$ cat src/rtl/mcpu_pkg.sv
package mcpu_pkg;
  localparam int WORD_W  = 8;
  localparam int INSN_W  = 16;
  localparam int RSEL_W  = 2;
  localparam int NUM_REG = 1 << RSEL_W;

  localparam logic [3:0] OP_LDI  = 4'h1;
  localparam logic [3:0] OP_INC  = 4'h2;
  localparam logic [3:0] OP_CMP  = 4'h3;
  localparam logic [3:0] OP_JNS  = 4'h4;
  localparam logic [3:0] OP_RDIN = 4'h5;
  localparam logic [3:0] OP_JMP  = 4'h6;
  localparam logic [3:0] OP_INV  = 4'h7;
  localparam logic [3:0] OP_MOV  = 4'h8;
  localparam logic [3:0] OP_WROUT = 4'h9;

  typedef enum logic [2:0] {
    FN_ADD  = 3'b000,
    FN_CMP  = 3'b001,
    FN_INC  = 3'b010,
    FN_INV  = 3'b100,
    FN_PASS = 3'b101
  } alu_fn_e;

  typedef enum logic [1:0] {
    SRC_REG = 2'd0,
    SRC_IMM = 2'd1,
    SRC_IN  = 2'd2
  } src_sel_e;

  typedef struct packed {
    logic     wr_reg;
    logic     wr_flags;
    alu_fn_e  fn;
    src_sel_e src;
    logic     jump;
    logic     jump_ns;
    logic     take_in;
    logic     give_out;
  } uword_t;

  localparam int DEF_DEPTH = 16;
  // word 0 in the low bits
  localparam logic [DEF_DEPTH*INSN_W-1:0] DEF_PROG = {
    16'h0000, 16'h600E, 16'h9400, 16'h2100,
    16'h7100, 16'h6003, 16'h8D00, 16'h4003,
    16'h3D00, 16'h5300, 16'h400B, 16'h3200,
    16'h2000, 16'h1206, 16'h11FF, 16'h1000
  };
endpackage

$ cat src/rtl/mcpu_alu.sv
module mcpu_alu
  import mcpu_pkg::*;
#(
  parameter int W = 8
) (
  input  alu_fn_e      fn,
  input  logic [W-1:0] x,
  input  logic [W-1:0] y,
  output logic [W-1:0] res,
  output logic         cf,
  output logic         zf
);
  logic [W:0] wide;

  always_comb begin
    wide = '0;
    res  = x;
    cf   = 1'b0;
    unique case (fn)
      FN_ADD: begin
        wide = {1'b0, x} + {1'b0, y};
        res  = wide[W-1:0];
        cf   = wide[W];
      end
      FN_CMP: begin
        res = x - y;
        cf  = res[W-1];
      end
      FN_INC: begin
        wide = {1'b0, y} + (W+1)'(1);
        res  = wide[W-1:0];
        cf   = wide[W];
      end
      FN_INV:  res = ~y;
      FN_PASS: res = x;
      default: res = x;
    endcase
    zf = (res == '0);
  end
endmodule

$ cat src/rtl/mcpu_regfile.sv
module mcpu_regfile #(
  parameter int W    = 8,
  parameter int NREG = 4,
  localparam int AW  = $clog2(NREG)
) (
  input  logic              clk,
  input  logic              rst_n,
  input  logic              we,
  input  logic [AW-1:0]     waddr,
  input  logic [W-1:0]      wdata,
  input  logic [AW-1:0]     raddr_a,
  input  logic [AW-1:0]     raddr_b,
  output logic [W-1:0]      rdata_a,
  output logic [W-1:0]      rdata_b,
  output logic [NREG*W-1:0] q_flat
);
  logic [W-1:0] q [NREG];

  for (genvar g = 0; g < NREG; g++) begin : g_reg
    always_ff @(posedge clk or negedge rst_n) begin
      if (!rst_n)
        q[g] <= '0;
      else if (we && waddr == AW'(g))
        q[g] <= wdata;
    end
    assign q_flat[g*W +: W] = q[g];
  end

  assign rdata_a = q[raddr_a];
  assign rdata_b = q[raddr_b];
endmodule

$ cat src/rtl/mcpu_irom.sv
module mcpu_irom #(
  parameter int IW    = 16,
  parameter int AW    = 8,
  parameter int DEPTH = 16,
  parameter logic [DEPTH*IW-1:0] IMAGE = '0
) (
  input  logic [AW-1:0] addr,
  output logic [IW-1:0] data
);
  always_comb begin
    data = '0;
    for (int i = 0; i < DEPTH; i++)
      if (addr == AW'(i)) data = IMAGE[i*IW +: IW];
  end
endmodule

$ cat src/rtl/mcpu_ucode.sv
module mcpu_ucode
  import mcpu_pkg::*;
(
  input  logic [3:0] opcode,
  output uword_t     uw
);
  always_comb begin
    uw = '0;
    case (opcode)
      OP_LDI:   begin uw.wr_reg = 1'b1; uw.fn = FN_PASS; uw.src = SRC_IMM; end
      OP_INC:   begin uw.wr_reg = 1'b1; uw.wr_flags = 1'b1; uw.fn = FN_INC; end
      OP_CMP:   begin uw.wr_flags = 1'b1; uw.fn = FN_CMP; end
      OP_JNS:   uw.jump_ns = 1'b1;
      OP_RDIN:  begin uw.wr_reg = 1'b1; uw.fn = FN_PASS; uw.src = SRC_IN; uw.take_in = 1'b1; end
      OP_JMP:   uw.jump = 1'b1;
      OP_INV:   begin uw.wr_reg = 1'b1; uw.fn = FN_INV; end
      OP_MOV:   begin uw.wr_reg = 1'b1; uw.fn = FN_PASS; uw.src = SRC_REG; end
      OP_WROUT: uw.give_out = 1'b1;
      default:  uw = '0;
    endcase
  end
endmodule

$ cat src/rtl/mcpu_core.sv
module mcpu_core
  import mcpu_pkg::*;
#(
  parameter int ROM_DEPTH = DEF_DEPTH,
  parameter logic [ROM_DEPTH*INSN_W-1:0] PROG = DEF_PROG
) (
  input  logic       clk,
  input  logic       rst_n,
  input  logic [7:0] in_data,
  input  logic       in_valid,
  output logic       in_ready,
  output logic [7:0] out_data,
  output logic       out_valid,
  input  logic       out_ready
);
  localparam int DATA_W = WORD_W;
  localparam int PC_W   = WORD_W;
  localparam int NREG   = NUM_REG;

  localparam logic [1:0] PH_FETCH  = 2'd0;
  localparam logic [1:0] PH_DECODE = 2'd1;
  localparam logic [1:0] PH_EXEC   = 2'd2;

  logic [1:0]         ph;
  logic [PC_W-1:0]    pc;
  logic [INSN_W-1:0]  ir;
  logic [INSN_W-1:0]  rom_word;
  uword_t             uw, uw_next;
  logic               flag_c, flag_z;
  logic               fire;

  logic [3:0]         f_op;
  logic [RSEL_W-1:0]  f_rs, f_rd;
  logic [7:0]         f_imm;
  assign f_op  = ir[15:12];
  assign f_rs  = ir[11:10];
  assign f_rd  = ir[9:8];
  assign f_imm = ir[7:0];

  logic [DATA_W-1:0]      rd_a, rd_b, op_x, alu_res;
  logic                   alu_c, alu_z;
  logic [NREG*DATA_W-1:0] rf_q;
  logic                   rf_we;

  mcpu_irom #(.IW(INSN_W), .AW(PC_W), .DEPTH(ROM_DEPTH), .IMAGE(PROG)) u_rom (
    .addr(pc), .data(rom_word)
  );

  mcpu_ucode u_ucode (.opcode(f_op), .uw(uw_next));

  mcpu_regfile #(.W(DATA_W), .NREG(NREG)) u_rf (
    .clk(clk), .rst_n(rst_n), .we(rf_we), .waddr(f_rd), .wdata(alu_res),
    .raddr_a(f_rs), .raddr_b(f_rd), .rdata_a(rd_a), .rdata_b(rd_b), .q_flat(rf_q)
  );

  always_comb begin
    unique case (uw.src)
      SRC_IMM: op_x = f_imm;
      SRC_IN:  op_x = in_data;
      default: op_x = rd_a;
    endcase
  end

  mcpu_alu #(.W(DATA_W)) u_alu (
    .fn(uw.fn), .x(op_x), .y(rd_b), .res(alu_res), .cf(alu_c), .zf(alu_z)
  );

  // execute phase completes unless a stream handshake is pending
  assign fire  = !(uw.take_in && !in_valid) && !(uw.give_out && !out_ready);
  assign rf_we = (ph == PH_EXEC) && fire && uw.wr_reg;

  assign in_ready  = (ph == PH_EXEC) && uw.take_in;
  assign out_valid = (ph == PH_EXEC) && uw.give_out;
  assign out_data  = out_valid ? rd_a : '0;

  always_ff @(posedge clk or negedge rst_n) begin
    if (!rst_n) begin
      ph     <= PH_FETCH;
      pc     <= '0;
      ir     <= '0;
      uw     <= '0;
      flag_c <= 1'b0;
      flag_z <= 1'b0;
    end else begin
      if (!(ph == PH_EXEC && !fire)) ph <= ph + 2'd1;
      case (ph)
        PH_FETCH: begin
          ir <= rom_word;
          pc <= pc + PC_W'(1);
        end
        PH_DECODE: uw <= uw_next;
        PH_EXEC: if (fire) begin
          if (uw.wr_flags) begin
            flag_c <= alu_c;
            flag_z <= alu_z;
          end
          if (uw.jump || (uw.jump_ns && !flag_c)) pc <= f_imm;
        end
        default: ;
      endcase
    end
  end

  logic unused_z;
  assign unused_z = flag_z;
endmodule

$ cat config.mk
export PLATFORM = sky130hd
export DESIGN_NAME = mcpu_core
export DESIGN_NICKNAME = d
export VERILOG_FILES = /design/src/rtl/mcpu_pkg.sv /design/src/rtl/mcpu_alu.sv /design/src/rtl/mcpu_regfile.sv /design/src/rtl/mcpu_irom.sv /design/src/rtl/mcpu_ucode.sv /design/src/rtl/mcpu_core.sv
export SDC_FILE = /design/constraint.sdc
export NUM_CORES = 1
export LEC_CHECK = 0
export ABC_CLOCK_PERIOD_IN_PS = 3900
export BUFFER_PORTS_ARGS = -buffer_cell sky130_fd_sc_hd__buf_2
export CAP_MARGIN = 20
export CORE_MARGIN = 8
export CORE_UTILIZATION = 65
export CTS_BUF_LIST = sky130_fd_sc_hd__clkbuf_8
export DETAILED_ROUTE_END_ITERATION = 8
export PLACE_DENSITY_LB_ADDON = 0.2
export RECOVER_POWER = 25
export SYNTH_ARGS = -nofsm -noshare
export SYNTH_HDL_FRONTEND = slang
export SYNTH_HIERARCHICAL = 1
export SYNTH_SLANG_ARGS = --single-unit
$ cat constraint.sdc
create_clock -name clk -period 3.9 [get_ports clk]
set_input_delay 0.39 -clock clk [delete_from_list [all_inputs] [get_ports clk]]
set_output_delay 0.39 -clock clk [all_outputs]
set_load 0.05 [all_outputs]
==> results.json <==
{
  "fin_nets": 536,
  "critPathKind": "reg2reg",
  "hold_viol_final": 0,
  "setup_violations": 0,
  "cts_tree": "built",
  "port_buffers": 21,
  "clockBufferDepth": 2,
  "grt_max_degree": 46,
  "path_cells": "inv_1 > ha_1 > a22oi_1 > o21ai_0 > ha_1 > nor2_2 > a221oi_2 > o31a_1 > o31ai_2 > mux2i_1 > a211o_1 > mux2_2",
  "drc_errors": 0,
  "cp_slowest_cell": "o21ai_0",
  "cp_common_cell": "ha_1",
  "grt_pass1_vias": 3828,
  "die_area_um2": 10900,
  "drt_wl_total_mm": 11.7,
  "outcome": "finished with violations",
  "ant_nets": 0,
  "netlist_instances": 494,
  "relSlewSlack_pct": -46.1,
  "wire_per_inst_um": 19.2,
  "gp_congestion": 0.925,
  "finalCritPeriodShare_pct": 90.4,
  "fin_crit_ps": 3530,
  "fin_skew_ps": 17.2,
  "vias_per_cell": 6.29,
  "crit_path_end_kind": "flop",
  "rows": 32,
  "num-fill-cells": 570,
  "chipWidth_um": 104,
  "path_clk_slew_ps": 90,
  "critPathMaxStageDelay_ps": 650,
  "worstPathRequired_ps": 4140,
  "crit_path_start_kind": "flop",
  "tns_ps": 0,
  "dp_hpwl_mm": 8.75,
  "htreeDepth": 3,
  "multi_input_area_um2": 3050,
  "antenna_found_initial": 1,
  "tightest_slew_ps": 2190,
  "drive_above_1_share_pct": 27.8,
  "fmax_mhz": 284,
  "ios": 22,
  "hp-class": "in2async",
  "grt_pass1_wl_mm": 19.4,
  "dr.first_iter.drc_count": 203,
  "cts-root-buf": "clkbuf_8",
  "syn_area_um2": 5080,
  "design.core.area_um2": 7650,
  "cts_made_buffers": 9,
  "ys_warn_count": 6,
  "synth.avg_cell_area_um2": 10.3,
  "grt_usage_pct": 22.2,
  "die_h_um": 104,
  "rsz0062_at_grt": "no",
  "n_antenna_cell": 0,
  "slew_violations": 43,
  "routed-via-count": 3811,
  "worstSkewPairLatency_ps": 350,
  "final-seq-area_um2": 1750,
  "syn_nets": 531,
  "cts_sinks": 70,
  "cts_setup_buffers": 0,
  "critPathMaxFanout": 8,
  "initial_core_util_pct": 66.4,
  "worstPathArrival_ps": 3760,
  "area_growth_pct": 6.19,
  "violations": "capacitance limit, slew limit",
  "drt_pass1_iterations": 5,
  "overflow": 0,
  "drv_cap": 1
}
[cell usage in the layout (no fill, tap or decap), types with 3 or more instances in the layout]
master     count
a211o_1        3
and3_1        10
mux4_2        16
buf_4          6
nand2_1       30
nor2_2         3
o22ai_1        5
o21ai_0       27
ha_1          23
a22oi_1        8
xnor2_1       10
nand3_1       10
and2_1         5
nor2_1        22
inv_1         16
xor2_1         6
a31oi_1        8
buf_2         20
mux2i_1        3
dfrtp_1       69
mux2_2        58
nor3_1        10
nand2b_1      13
a21oi_1       26
nor2b_1        7
a2bb2oi_1      3
nor3b_1        4
clkbuf_8       9
o22a_1         4
[final cells by class]
type	count	area share (%)
Multi-Input combinational cell	370	56.6
Sequential cell	70	32.5
Timing Repair Buffer	29	3.02
Tap cell	102	2.37
Clock buffer	9	2.30
Clock inverter	7	1.81
Inverter	19	1.37
[path summary, 6_finish.rpt]
check	start	end	slack (ps)	depth (start not counted)
max	uw[5]	u_rf/q_flat[7]	370	12
min	rst_n	pc[7]	400	2
max reg2reg	uw[5]	u_rf/q_flat[7]	370	12
min reg2reg	ph[0]	ph[0]	520	1
max in group asynchronous	rst_n	ir[10]	1010	3
min in group clk	ph[0]	ph[0]	520	1
[critical path: cells and delay by family (launching register included)]
family / cells / cell delay (ps)
AO/OA/AOI/OAI: 6 / 1740
adder cells (fa/ha/maj): 2 / 700
flip-flops: 1 / 400
multiplexers: 2 / 390
AND/OR/NAND/NOR: 1 / 100
buffers and inverters: 1 / 80
[through the flow]
step / setup slack, ps / utilization, % / instances / hold slack [ps] / area, um2
finish: 374 / 70.5 / 606 / 399 / 5390
global route: 75.4 / 70.5 / 606 / 391 / 5390
CTS: 264 / 70.3 / 604 / 234 / 5380
detailed placement: 264 / 67.4 / 588 / 500 / 5160
global placement: 323 / 67.4 / 588 / 491 / 5160
floorplan: 696 / - / 494 / 94.4 / 5080
[repair_timing]
action | in CTS | in global routing
resized for setup | 0 | 1
setup endpoints to repair | 0 | 8
hold buffers | 0 | 1
endpoints found under the hold margin | 0 | 2
[flip-flops by register name, summed over array words and instances, names as in the netlist]
signal	cells
ir	16
flag_c	1
ph	2
uw	11
u_rf/q_flat	32
pc	8
[routing by layer]
metal  vias up  part of all wire [%]  global-route usage (%)
met4         2                   2.3                    8.07
met3        23                   6.0                    5.51
li1       1830                     -                       -
met5         -                 0.077                       0
met1      1840                    44                    29.2
met2       116                    48                    34.5
Power is left out: the tool's default activity adds up to more than one toggle a clock period on the data nets, which glitch-free logic cannot reach.
